## src/rtl/cs_term_pkg.sv

```systemverilog
package cs_term_pkg;
    localparam int WAIT_W   = 5;
    localparam int WAIT_EXT = 31;
    localparam logic [1:0] KIND_SDRAM = 2'b01;

    typedef struct packed {
        logic [WAIT_W-1:0] wait_code;
        logic              rd_hold;
        logic              prot_en;
        logic              wr_only;
        logic [1:0]        mem_kind;
    } region_opt_t;

    typedef enum logic [2:0] {
        ST_IDLE,
        ST_WAIT,
        ST_EXT,
        ST_SDR_GO,
        ST_SDR,
        ST_HOLD,
        ST_ERR
    } term_st_e;
endpackage

```

## src/rtl/cs_opt_regs.sv

```systemverilog
module cs_opt_regs
    import cs_term_pkg::*;
#(
    parameter int NUM_REGIONS = 8,
    parameter int IDX_W = $clog2(NUM_REGIONS)
) (
    input  logic              clk,
    input  logic              rst_n,
    input  logic              wr_en,
    input  logic [IDX_W-1:0]  wr_idx,
    input  region_opt_t       wr_opt,
    input  logic [IDX_W-1:0]  rd_idx,
    output region_opt_t       rd_opt
);
    region_opt_t opt_q [NUM_REGIONS];

    for (genvar g = 0; g < NUM_REGIONS; g++) begin : g_region
        localparam logic [WAIT_W-1:0] RST_WAIT = (g == 0) ? WAIT_W'(30) : '0;
        region_opt_t opt_d;

        always_comb begin
            opt_d = opt_q[g];
            if (wr_en && wr_idx == IDX_W'(g)) begin
                opt_d = wr_opt;
            end
        end

        always_ff @(posedge clk) begin
            if (!rst_n) begin
                opt_q[g] <= '{wait_code: RST_WAIT, rd_hold: 1'b0, prot_en: 1'b0,
                              wr_only: 1'b0, mem_kind: 2'b00};
            end else begin
                opt_q[g] <= opt_d;
            end
        end
    end

    assign rd_opt = opt_q[rd_idx];
endmodule

```

## src/rtl/cs_prot_chk.sv

```systemverilog
module cs_prot_chk (
    input  logic prot_en,
    input  logic wr_only,
    input  logic is_write,
    output logic viol
);
    // read-only regions refuse writes, write-only regions refuse reads
    always_comb begin
        viol = prot_en && (wr_only != is_write);
    end
endmodule

```

## src/rtl/cs_term_fsm.sv

```systemverilog
module cs_term_fsm
    import cs_term_pkg::*;
#(
    parameter int NUM_REGIONS = 8,
    parameter int TIMEOUT_CYC = 256,
    parameter int IDX_W = $clog2(NUM_REGIONS)
) (
    input  logic                   clk,
    input  logic                   rst_n,
    input  logic                   start,
    input  logic [IDX_W-1:0]       start_idx,
    input  logic                   start_wr,
    input  logic [WAIT_W-1:0]      wait_code,
    input  logic                   rd_hold,
    input  logic [1:0]             mem_kind,
    input  logic                   viol,
    input  logic                   ext_ta,
    input  logic                   sdram_done,
    output logic                   ready,
    output logic                   ack,
    output logic                   err,
    output logic                   berr,
    output logic                   sdr_go,
    output logic [NUM_REGIONS-1:0] cs_sel,
    output logic                   addr_valid
);
    localparam int TW = $clog2(TIMEOUT_CYC + 1);
    localparam logic [TW-1:0] T_LAST = TW'(TIMEOUT_CYC - 1);

    typedef struct packed {
        term_st_e          st;
        logic [WAIT_W-1:0] cnt;
        logic [TW-1:0]     tcnt;
        logic              is_rd;
        logic              hold;
        logic [IDX_W-1:0]  idx;
    } fsm_t;

    fsm_t s_d, s_q;
    logic term;
    logic cs_on;

    always_comb begin
        s_d    = s_q;
        ack    = 1'b0;
        err    = 1'b0;
        berr   = 1'b0;
        sdr_go = 1'b0;
        term   = 1'b0;
        unique case (s_q.st)
            ST_IDLE: begin
                if (start) begin
                    s_d.idx   = start_idx;
                    s_d.is_rd = !start_wr;
                    s_d.hold  = rd_hold;
                    s_d.cnt   = wait_code;
                    s_d.tcnt  = '0;
                    if (viol) begin
                        s_d.st = ST_ERR;
                    end else if (wait_code == WAIT_W'(WAIT_EXT)) begin
                        s_d.st = (mem_kind == KIND_SDRAM) ? ST_SDR_GO : ST_EXT;
                    end else begin
                        s_d.st = ST_WAIT;
                    end
                end
            end
            ST_WAIT: begin
                if (s_q.cnt == '0) begin
                    ack  = 1'b1;
                    term = 1'b1;
                end else begin
                    s_d.cnt = s_q.cnt - 1'b1;
                end
            end
            ST_EXT: begin
                if (ext_ta) begin
                    ack  = 1'b1;
                    term = 1'b1;
                end else if (s_q.tcnt == T_LAST) begin
                    berr = 1'b1;
                    term = 1'b1;
                end else begin
                    s_d.tcnt = s_q.tcnt + 1'b1;
                end
            end
            ST_SDR_GO: begin
                sdr_go = 1'b1;
                s_d.st = ST_SDR;
            end
            ST_SDR: begin
                if (sdram_done) begin
                    ack  = 1'b1;
                    term = 1'b1;
                end
            end
            ST_HOLD: s_d.st = ST_IDLE;
            ST_ERR: begin
                err    = 1'b1;
                s_d.st = ST_IDLE;
            end
            default: s_d.st = ST_IDLE;
        endcase
        if (term) begin
            s_d.st = (s_q.is_rd && s_q.hold) ? ST_HOLD : ST_IDLE;
        end
    end

    always_ff @(posedge clk) begin
        if (!rst_n) begin
            s_q <= '{st: ST_IDLE, cnt: '0, tcnt: '0, is_rd: 1'b0, hold: 1'b0, idx: '0};
        end else begin
            s_q <= s_d;
        end
    end

    always_comb begin
        cs_on = (s_q.st == ST_WAIT) || (s_q.st == ST_EXT) ||
                (s_q.st == ST_SDR_GO) || (s_q.st == ST_SDR);
        cs_sel     = cs_on ? (NUM_REGIONS'(1) << s_q.idx) : '0;
        addr_valid = cs_on || (s_q.st == ST_HOLD);
        ready      = (s_q.st == ST_IDLE);
    end


    pulse_excl_chk: assert property (@(posedge clk) disable iff (!rst_n)
        $countones({ack, err, berr, sdr_go}) <= 1);


    ack_single_chk: assert property (@(posedge clk) disable iff (!rst_n)
        ack |=> !ack);


    err_no_cs_chk: assert property (@(posedge clk) disable iff (!rst_n)
        err |-> (cs_sel == '0));


    rd_hold_chk: assert property (@(posedge clk) disable iff (!rst_n)
        ((ack || berr) && s_q.is_rd && s_q.hold) |=> (addr_valid && cs_sel == '0 && !ready));


    sdr_ignore_ta_chk: assert property (@(posedge clk) disable iff (!rst_n)
        (s_q.st == ST_SDR && !sdram_done) |-> !ack);


    cs_onehot_chk: assert property (@(posedge clk) disable iff (!rst_n)
        $onehot0(cs_sel));


    busy_after_start_chk: assert property (@(posedge clk) disable iff (!rst_n)
        start |=> !ready);
endmodule

```

## src/rtl/cs_term_ctrl.sv

```systemverilog
module cs_term_ctrl
    import cs_term_pkg::*;
#(
    parameter int NUM_REGIONS = 8,
    parameter int TIMEOUT_CYC = 256,
    parameter int IDX_W = $clog2(NUM_REGIONS)
) (
    input  logic                   clk,
    input  logic                   rst_n,
    input  logic                   cfg_we,
    input  logic [IDX_W-1:0]       cfg_idx,
    input  logic [WAIT_W-1:0]      cfg_wait,
    input  logic                   cfg_rd_hold,
    input  logic                   cfg_prot_en,
    input  logic                   cfg_wr_only,
    input  logic [1:0]             cfg_mem_kind,
    input  logic                   req_valid,
    input  logic [IDX_W-1:0]       req_idx,
    input  logic                   req_write,
    output logic                   req_ready,
    input  logic                   ext_ta,
    input  logic                   sdram_done,
    output logic [NUM_REGIONS-1:0] cs_sel,
    output logic                   addr_valid,
    output logic                   ack,
    output logic                   prot_err,
    output logic                   bus_err,
    output logic                   sdram_start
);
    region_opt_t wr_opt, cur_opt;
    logic        viol;
    logic        start;

    assign wr_opt = '{wait_code: cfg_wait, rd_hold: cfg_rd_hold, prot_en: cfg_prot_en,
                      wr_only: cfg_wr_only, mem_kind: cfg_mem_kind};
    assign start  = req_valid && req_ready;

    cs_opt_regs #(.NUM_REGIONS(NUM_REGIONS), .IDX_W(IDX_W)) u_opts (
        .clk    (clk),
        .rst_n  (rst_n),
        .wr_en  (cfg_we),
        .wr_idx (cfg_idx),
        .wr_opt (wr_opt),
        .rd_idx (req_idx),
        .rd_opt (cur_opt)
    );

    cs_prot_chk u_prot (
        .prot_en  (cur_opt.prot_en),
        .wr_only  (cur_opt.wr_only),
        .is_write (req_write),
        .viol     (viol)
    );

    cs_term_fsm #(.NUM_REGIONS(NUM_REGIONS), .TIMEOUT_CYC(TIMEOUT_CYC), .IDX_W(IDX_W)) u_fsm (
        .clk        (clk),
        .rst_n      (rst_n),
        .start      (start),
        .start_idx  (req_idx),
        .start_wr   (req_write),
        .wait_code  (cur_opt.wait_code),
        .rd_hold    (cur_opt.rd_hold),
        .mem_kind   (cur_opt.mem_kind),
        .viol       (viol),
        .ext_ta     (ext_ta),
        .sdram_done (sdram_done),
        .ready      (req_ready),
        .ack        (ack),
        .err        (prot_err),
        .berr       (bus_err),
        .sdr_go     (sdram_start),
        .cs_sel     (cs_sel),
        .addr_valid (addr_valid)
    );
endmodule

```

## config.mk

```make
export PLATFORM = sky130hd
export DESIGN_NAME = cs_term_ctrl
export DESIGN_NICKNAME = d
export VERILOG_FILES = /design/src/rtl/cs_term_pkg.sv /design/src/rtl/cs_opt_regs.sv /design/src/rtl/cs_prot_chk.sv /design/src/rtl/cs_term_fsm.sv /design/src/rtl/cs_term_ctrl.sv
export SDC_FILE = /design/constraint.sdc
export NUM_CORES = 1
export LEC_CHECK = 0
export ABC_AREA = 1
export BUFFER_PORTS_ARGS = -buffer_cell sky130_fd_sc_hd__buf_2
export CAP_MARGIN = 20
export CORE_MARGIN = 1.5
export CORE_UTILIZATION = 49
export DETAILED_ROUTE_END_ITERATION = 16
export GPL_TIMING_DRIVEN = 0
export HOLD_SLACK_MARGIN = 0.06
export PLACE_DENSITY = 0.67
export SYNTH_ARGS = -nofsm -noshare
export SYNTH_HDL_FRONTEND = slang
export SYNTH_SLANG_ARGS = --single-unit
```

## constraint.sdc

```tcl
create_clock -name clk -period 3.45 [get_ports clk]
set_clock_uncertainty 0.2 [all_clocks]
set_input_delay 0.1725 -clock clk [delete_from_list [all_inputs] [get_ports clk]]
set_output_delay 0.1725 -clock clk [all_outputs]
set_load 0.02 [all_outputs]
```

; ---- Word level (Yosys, flattened, before mapping)
; Memories as Yosys holds them, arrays and structs flattened.
; Index checks and enable logic that the tools add are counted.
[op_classes]
n_addsub = 2
n_mux = 42
reduce_logical = 34
eq_ne = 31
shift = 1
n_bitwise = 8
[ops]
columns = operator, n
row1 = $mux 10, 16
row2 = $mux 22, 1
row3 = $eq 3x3->1 const B, 7
row4 = $reduce_and 2->1, 10
row5 = $mux 9, 2
row6 = $pmux 9 s2, 1
row7 = $eq 3x2->1 const B, 4
row8 = $mux 1, 12
row9 = $mux 3, 4
row10 = $logic_and 1x1->1, 11
row11 = $pmux 5 s2, 1
row12 = $add 9x1->9 const B, 1
row13 = $eq 9x8->1 const B, 1
row14 = $pmux 3 s3, 1
row15 = $mux 8, 1
row16 = $ne 1x1->1 const B, 8
row17 = $or 1x1->1, 8
row18 = $shl 1x3->8 const A, 1
row19 = $eq 3x1->1 const B, 2
row20 = $logic_not 3->1, 2
row21 = $ne 2x2->1 const B, 3
row22 = $pmux 1 s3, 2
row23 = $eq 5x5->1 const B, 1
row24 = $logic_not 5->1, 1
row25 = other kinds (12), 17
[word_totals]
regBits = 22
memories = 1
ramBits = 80
output_inout_bits = 14
word_cells = 125
[mem_list]
columns = memory, words, word_bits, read_ports, rd_ports_with_merged_regs, wr, line
row1 = u_opts.opt_q, 8, 10, 1, 0, 8, cs_opt_regs.sv:15  ; region_opt_t opt_q [NUM_REGIONS];

; ---- Longest topological paths before layout
; Gate-level depths: netlist of the first run.
; An unclocked memory read counts as a cell.
[depth]
ltp_word = 8
depth_mapped = 13

; ---- Cells and area by module
; A second synthesis of the first run with hierarchy kept.
[hier_totals]
cells_unflattened = 724
area_unflattened_um2 = 5683.0
[by_module_without_submodules]
columns = module, seq_area_each_um2, instances, area_per_inst_um2, cells_per_inst
row1 = cs_opt_regs, 2402.3, 1, 4117.7, 474
row2 = cs_term_fsm, 440.4, 1, 1542.7, 244
row3 = cs_prot_chk, 0.0, 1, 15.0, 4
row4 = cs_term_ctrl, 0.0, 1, 7.5, 2

; ---- Least setup slack after synthesis of the first run
; OpenSTA, ideal clock, no wires.
[synth_timing]
path_type = reg-to-reg
startpoint = register u_fsm.s_q[5] (netlist name)
endpoint = register u_fsm.s_q[21] (netlist name)
stages_incl_launch_ff = 12
arrival_ps = 1669
period_less_slack_ps = 1977
required_time_ps = 3141
setup_time_ps = 109
slack_ps = 1473
cell_sequence = dfxtp_1 ha_1 nand2_1 nor4_1 ha_1 o21ai_2 nand3_1 o21bai_2 o21ai_0 inv_1 nand2_1 inv_1
[synth_between]
elab_chain_cells = 6
word_cells_on_any_way = 8
[synth_lines]
columns = element, line
row1 = "start, declared", cs_term_fsm.sv:39  ; fsm_t s_d, s_q;
row2 = "start signal, assigned", cs_term_fsm.sv:110  ; s_q <= '{st: ST_IDLE, cnt: '0, tcnt: '0, is_rd: 1'b0, hold: 1'b0, idx: '0};
row3 = $eq 9x8->1 *, cs_term_fsm.sv:79  ; end else if (s_q.tcnt == T_LAST) begin
row4 = $mux 1 *, cs_term_fsm.sv:79
row5 = $mux 1 *, cs_term_fsm.sv:76  ; if (ext_ta) begin
row6 = $pmux 1 s3 *, cs_term_fsm.sv:50  ; unique case (s_q.st)
row7 = $ne 3x1->1 (no line) / $ne 2x1->1 (equally long branches), --
row8 = $reduce_and 2->1 (no line), --
; Every way passes the cells marked *; elsewhere a longest branch is shown, timed or not.
; A chain may end at the register's enable or synchronous reset.

; ---- Worst setup path in the final report of the first run
[layout_timing]
startpoint = register u_fsm.s_q[5] (netlist name)
endpoint = output bus_err
[layout_between]
elab_chain_cells = 4
[layout_lines]
columns = element, line
row1 = $eq 9x8->1, cs_term_fsm.sv:79
row2 = $mux 1, cs_term_fsm.sv:79
row3 = $mux 1, cs_term_fsm.sv:76
row4 = $mux 1, cs_term_fsm.sv:50
row5 = "end, declared", cs_term_ctrl.sv:27  ; output logic bus_err,
; Every way passes these cells.

==> out/results.tsv, run 1 <==
stage	metric	value	unit
placed_design	Routability Congestion	0.8613	
pwr	Psw	0.001023	W
outcome	outcome	complete, no violations	
pwr	Leakage	2.405	nW
cells_and_area	register area	2843	um2
worst_setup_path	Critical-path top delay cell	dfxtp_1	
yosys	Netlist cell types	38	
grt	vias in the first global route	3825	
clock_tree	Root Buffer	clkbuf_8	
placed_design	I/O Buffers	34	
sta	Rel. slew slack	52.48	%
die	DIE WIDTH	103.6	um
clock_tree	Post-CTS Resized	0	
worst_setup_path	Crit Path Category	flip-flop to output pin	
yosys	synth warn	0	
detailed_routing	DR DRC count	0	
sta	Min Hold Slack	69.20	ps
grt	global-route wire length before repair	19360	um
cells_and_area	area added between synthesis and finish	13.22	%
cells_and_area	multi-input logic area	1724	um2
worst_setup_path	CP Cell Sequence	ha_1 > nand2_1 > nor4_1 > ha_1 > nand2_1 > nor2_1 > buf_2	
clock_tree	Clock Sinks	102	
sta	RSZ-0062 raised after global routing	no	
die	chip height	103.6	um
clock_tree	clock transition at the registers of the reported paths	110	ps
pwr	Peak VDD IR	0.1872	mV
die	Ports	37	
detailed_routing	detailed-route via count	4042	
detailed_routing	vias per inst	5.311	
yosys	mean area per synthesized cell	8.792	um2
clock_tree	H-tree Lvls	3	
sta	Final Critical Period	2318	ps
worst_setup_path	CP required	3080	ps
pwr	Pint	0.001980	W
pwr	Seq pwr share	49.6	%
detailed_routing	DR WL/cell	16.09	um
sta	Fin. Hold Viols	0	
worst_setup_path	Max stage delay on crit path	410	ps
detailed_routing	starting DRC count in detailed routing	336	
pwr	switching portion of total power	34.05	%
pwr	PwrDens	534.9	nW/um2
pwr	Clock power frac	23.5	%
pwr	combinational share of power	26.9	%
grt	total track usage	23.32	%
grt	largest net degree at the start of global routing	19	
cells_and_area	share of layout cells above drive strength 1	13.38	%
sta	Slew Viols, Final	0	
cells_and_area	# diodes	0	
detailed_routing	post-route ant nets	0	
grt	gr ovfl total	0	
pwr	total power	0.003003	W
flow_run	maximum capacitance violations	0	
die	core area	9774	um2
sta	Max Fclk	431.5	MHz
placed_design	detailed placement HPWL	8487	um
min_path	Hold WC Path Type	input port to flip-flop	
worst_setup_path	CP endpoint kind	output pin	
yosys	register area share after synthesis	57.33	%
clock_tree	CTS Buffer Depth	2	
die	Initial Utilization	50.73	%
yosys	number of flops mapped to enable cells by yosys	80	
sta	Final period util	67.18	%
worst_setup_path	Critical Path Start Type	flip-flop	
yosys	Synth Flop Type	edfxtp_1	
clock_tree	Setup Fix Bufs, Post-CTS	0	
cells_and_area	fill cell count	922	
clock_tree	later-pin clock latency in the skew report	370	ps
detailed_routing	Total Wirelength	12250	um
sta	Final Setup Violations	0	
die	die area	10730	um2
cells_and_area	Final nets	649	
grt	initial antenna violation count	0	
worst_setup_path	crit path DAT	1950	ps
worst_setup_path	r2r setup slk	1210	ps
yosys	async set-or-reset flop fraction in the synthesized netlist	0	%
yosys	Yosys reg bits	102	
yosys	mapped cell area	4959	um2
clock_tree	TritonCTS clock tree	built	
yosys	Synth Instances	564	
die	Std-Cell Rows	36	
sta	setup tns final	0	ps
sta	worst-margin pin slew	711.0	ps
yosys	syn nets	590	
cells_and_area	Final Util	57.44	%
worst_setup_path	worst-path maximum fanout	4	
detailed_routing	TritonRoute pass-1 iters	5	
clock_tree	cts bufs inserted	9	
-- placed cells by master, fill, tap and decap left out, types with 2 or more instances in the layout --
master,count
inv_6,3
nand3_1,54
nor3_1,5
clkinv_1,4
buf_2,39
o22ai_1,2
o21ai_1,7
o21ai_0,26
dfxtp_1,22
edfxtp_1,80
xor2_1,2
nand2_4,3
o211ai_1,4
clkbuf_8,9
nand4_1,2
a21oi_1,12
buf_6,5
nor2_1,126
clkbuf_1,3
dlygate4sd3_1,13
inv_1,62
nor2_4,2
nor3_2,2
buf_4,4
inv_2,4
nand2_1,109
nand3b_1,4
ha_1,3
nor2_2,2
-- cells by family (layout without fill, tap and decap cells) --
family                     Yosys count  after routing  share of synthesized area [%]
AOI/OAI and AO/OA                   57             57                          6.561
and+or+nand+nor                    313            313                          27.10
adders and majority gates            3              3                         0.7571
buffers and inverters               87            151                          7.898
xor gates and xnor gates             2              2                         0.3533
DFF                                102            102                          57.33
-- through the flow --
stage | cells | setup slack [ps] | cell area [um2]
after floorplan | 564 | 1473 | 4959
after global placement | 731 | 1005 | 5295
after detailed placement | 732 | 1276 | 5306
after CTS | 761 | 1128 | 5614
after global routing | 761 | 986.1 | 5614
final | 761 | 1132 | 5614
-- final cells by class --
type	instances	share of cell area (%)
Tap cell	133	2.964
Timing Repair Buffer	48	5.549
Clock buffer	9	2.206
Buffer	17	2.251
Inverter	70	4.725
Clock inverter	7	0.9583
Sequential cell	102	50.64
Multi-Input combinational cell	375	30.71
-- power groups by stage --
stage | clock, W | sequential, W | combinational [W]
2_1_floorplan | 0 | 0.00150 | 0.000592
3_3_place_gp | 0 | 0.00151 | 0.000760
3_5_place_dp | 0 | 0.00152 | 0.000789
4_1_cts | 0.000707 | 0.00149 | 0.000806
5_1_grt | 0.000752 | 0.00150 | 0.000898
6_report | 0.000704 | 0.00149 | 0.000808
-- sequential cells by signal (all words and copies together), names as in the netlist --
register      flops
u_opts.opt_q     80
u_fsm.s_q        22
-- critical path, delay by kind of cell, from the launching register on --
kind / cells / cell delay, ps
fa+ha+maj: 2 / 430
simple gates: 4 / 570
flops: 1 / 410
buf+inv: 1 / 160
-- layer usage --
layer,track usage [%],share of wire [%],vias to the layer above
li1,-,-,1963
met1,32.09,43,1868
met2,37.24,46,182
met3,3.587,8.3,29
met4,9.325,2.4,0
met5,0,0,-
-- what timing repair did --
action / in CTS / in global routing
endpoints found under the hold margin: 73 / 0
setup endpoints to repair: 0 / 0
hold buffers: 13 / 0
-- cell usage after synthesis (all sizes together) (2+ instances only) --
cell type  count  area [um2]
o211ai         4       30.03
xor2           2       17.52
nor3           8       61.31
a21oi         12       60.06
nor2         130       508.0
clkinv         3       11.26
nand2        113       449.2
edfxtp        80        2402
dfxtp         22       440.4
o22ai          2       12.51
inv           67       254.0
ha             3       37.54
nand3b         4       30.03
o21ai         34       173.9
buf           14       115.1
nand3         54       270.3
nand4          2       12.51
clkbuf         3       11.26
-- path summary, 6_finish.rpt --
check | startpoint | endpoint | depth (start not counted)
hold reg to reg | u_fsm.s_q[13] | u_fsm.s_q[13] | 2
hold / removal | cfg_wr_only | u_opts.opt_q[2][2] | 3
setup reg to reg | u_fsm.s_q[5] | u_fsm.s_q[21] | 12
setup / recovery | u_fsm.s_q[5] | bus_err | 7
No activity file was read; power rests on OpenSTA's default activity.
==> inputs of run 2 (changes only) <==
clock period = 2.24 ns   (was 3.45 ns; I/O delays follow)
==> out/results.tsv, run 2 (synthesis gave the netlist of run 1 again) <==
stage	metric	value	unit	change
outcome	outcome	complete, no violations		unchanged
sta	Final Setup Violations	0		unchanged
detailed_routing	detailed-route via count	4084		was 4042
cells_and_area	fill cell count	912		was 922
cells_and_area	commonest cells after routing, fill and taps aside	nor2_1, nand2_1, edfxtp_1, inv_1, nand3_1		unchanged
clock_tree	Clock Sinks	102		unchanged
cells_and_area	# diodes	0		unchanged
clock_tree	CTS Buffer Depth	2		unchanged
worst_setup_path	CP required	2350	ps	was 3080 ps
detailed_routing	DR WL/cell	16.11	um	was 16.09 um
cells_and_area	fin area	5692	um2	was 5614 um2
placed_design	detailed placement HPWL	8487	um	unchanged
die	DIE WIDTH	103.6	um	unchanged
die	die area	10730	um2	unchanged
grt	global-route wire length before repair	19460	um	was 19360 um
cells_and_area	Top Registers	u_opts.opt_q (80), u_fsm.s_q (22)		unchanged
detailed_routing	TritonRoute pass-1 iters	5		unchanged
worst_setup_path	reg2reg start	u_fsm.s_q[20]		was u_fsm.s_q[5]
worst_setup_path	worst-path maximum fanout	10		was 4
pwr	Leakage	2.451	nW	was 2.405 nW
pwr	PwrDens	816.7	nW/um2	was 534.9 nW/um2
grt	vias in the first global route	3827		was 3825
sta	Rel. slew slack	52.21	%	was 52.48%
grt	largest net degree at the start of global routing	19		unchanged
die	chip height	103.6	um	unchanged
cells_and_area	multi-input logic area	1762	um2	was 1724 um2
cells_and_area	Final Util	58.23	%	was 57.44%
clock_tree	cts bufs inserted	9		unchanged
worst_setup_path	CP Cell Sequence	nor2_2 > inv_2 > nor2_4 > nand2_4 > inv_1 > buf_6 > o21ai_0 > a21oi_1 > dlygate4sd3_1		was ha_1 > nand2_1 > nor4_1 > ha_1 > nand2_1 > nor2_1 > buf_2
worst_setup_path	CP endpoint kind	flip-flop		was output pin
cells_and_area	most common cell after layout, fill and taps aside	nor2_1		unchanged
worst_setup_path	Critical Path Start Type	flip-flop		unchanged
clock_tree	later-pin clock latency in the skew report	380	ps	was 370 ps
clock_tree	clock transition at the registers of the reported paths	100	ps	was 110 ps
worst_setup_path	Crit Path Category	flip-flop to flip-flop		was flip-flop to output pin
flow_run	maximum capacitance violations	0		unchanged
die	Ports	37		unchanged
detailed_routing	starting DRC count in detailed routing	318		was 336
detailed_routing	DR DRC count	0		unchanged
min_path	Hold WC Path Type	input port to flip-flop		unchanged
grt	gr ovfl total	0		unchanged
die	core area	9774	um2	unchanged
sta	worst-margin pin slew	715.1	ps	was 711.0 ps
cells_and_area	register area	2849	um2	was 2843 um2
cells_and_area	Biggest register	u_opts.opt_q		unchanged
detailed_routing	Total Wirelength	12310	um	was 12250 um
pwr	Peak VDD IR	0.2939	mV	was 0.1872 mV
placed_design	I/O Buffers	34		unchanged
sta	RSZ-0062 raised after global routing	no		unchanged
die	Initial Utilization	50.73	%	unchanged
cells_and_area	Final nets	652		was 649
worst_setup_path	r2r worst-path depth	9		was 12
detailed_routing	post-route ant nets	0		unchanged
cells_and_area	max FFs per register	80		unchanged
min_path	Worst Min Path Start	sdram_done		was cfg_wr_only
sta	Slew Viols, Final	0		unchanged
die	Std-Cell Rows	36		unchanged
clock_tree	Root Buffer	clkbuf_8		unchanged
sta	Max Fclk	473.4	MHz	
detailed_routing	vias per inst	5.346		was 5.311
grt	total track usage	23.42	%	was 23.32%
grt	initial antenna violation count	0		unchanged
min_path	Worst Hold Path EP	u_fsm.s_q[19]		was u_opts.opt_q[2][2]
clock_tree	TritonCTS clock tree	built		unchanged
sta	Fin. Hold Viols	0		unchanged
cells_and_area	area added between synthesis and finish	14.79	%	was 13.22%
sta	Final Critical Period	2112	ps	
min_path	hold depth	7		was 3
worst_setup_path	worst r2r dst	u_fsm.s_q[4]		was u_fsm.s_q[21]
worst_setup_path	Max stage delay on crit path	560	ps	was 410 ps
sta	Final period util	94.31	%	
worst_setup_path	r2r setup slk	130	ps	was 1210 ps
placed_design	Routability Congestion	0.8613		unchanged
clock_tree	H-tree Lvls	3		unchanged
placed_design	dpl cell area	5306	um2	unchanged
cells_and_area	share of layout cells above drive strength 1	14.58	%	was 13.38%
worst_setup_path	Critical-path top delay cell	dlygate4sd3_1		was dfxtp_1
worst_setup_path	crit path DAT	2230	ps	was 1950 ps
[run 2: layout make-up]
type	instances	area share (%)
clock buffers	9	2.176
clock inverters	7	0.9453
flip-flops and latches	102	50.05
plain buffers	17	2.286
repair buffers	51	6.001
well taps	133	2.924
multi-input cells	375	30.95
inverters	70	4.660
[run 2: what timing repair did]
action / CTS / global route
endpoints found under the setup margin: 1 / 6
setup buffers: 0 / 1
hold endpoints to repair: 95 / 0
gates resized for setup: 1 / 12
hold buffers: 15 / 0
pin swaps: 0 / 3
[run 2: how the worst max path moves through the flow]
stage	from	endpoint	cells past startpoint
floorplan	u_fsm.s_q[5]	u_fsm.s_q[21]	11
global placement	cfg_idx[0]	u_opts.opt_q[7][2]	3
detailed placement	u_fsm.s_q[5]	u_fsm.s_q[21]	12
CTS	u_fsm.s_q[5]	bus_err	7
global route	u_fsm.s_q[14]	ack	7
finish	u_fsm.s_q[20]	u_fsm.s_q[4]	9
[run 2: power breakdown]
group	switching (W)	total, W	leakage [nW]	internal, W
registers	0.0000840	0.00230	0.956	0.00222
clock network	0.000672	0.00109	0.0861	0.000418
logic	0.000830	0.00126	1.41	0.000430
total	0.00159	0.00465	2.45	0.00306
[run 2: metrics by stage]
| step | TNS [ps] | setup WS (ps) | power, W | hold WS (ps) | instances |
|---|---|---|---|---|---|
| global route | 0 | 13.82 | 0.004876 | 142.2 | 764 |
| global placement | -1438 | -144.7 | 0.003501 | 155.5 | 731 |
| CTS | 0 | 36.53 | 0.004627 | 87.04 | 763 |
| finish | 0 | 127.5 | 0.004649 | 108.8 | 764 |
| floorplan | 0 | 262.6 | 0.003227 | 2.095 | 564 |
| detailed placement | 0 | 66.20 | 0.003552 | 168.5 | 732 |
[run 2: worst max-delay path: cells and delay by family, from the launching register on]
family	cells	cell delay [ps]
flip-flops	1	360
AO/OA/AOI/OAI	2	210
AND/OR/NAND/NOR	3	370
buffers and inverters	4	910
[run 2: layer usage]
metal,GRT usage (%),part of all wire [%],vias up
met5,0,0,-
met1,32.34,44,1931
met4,9.325,2.3,0
met2,37.29,47,151
li1,-,-,1971
met3,3.587,6.8,31
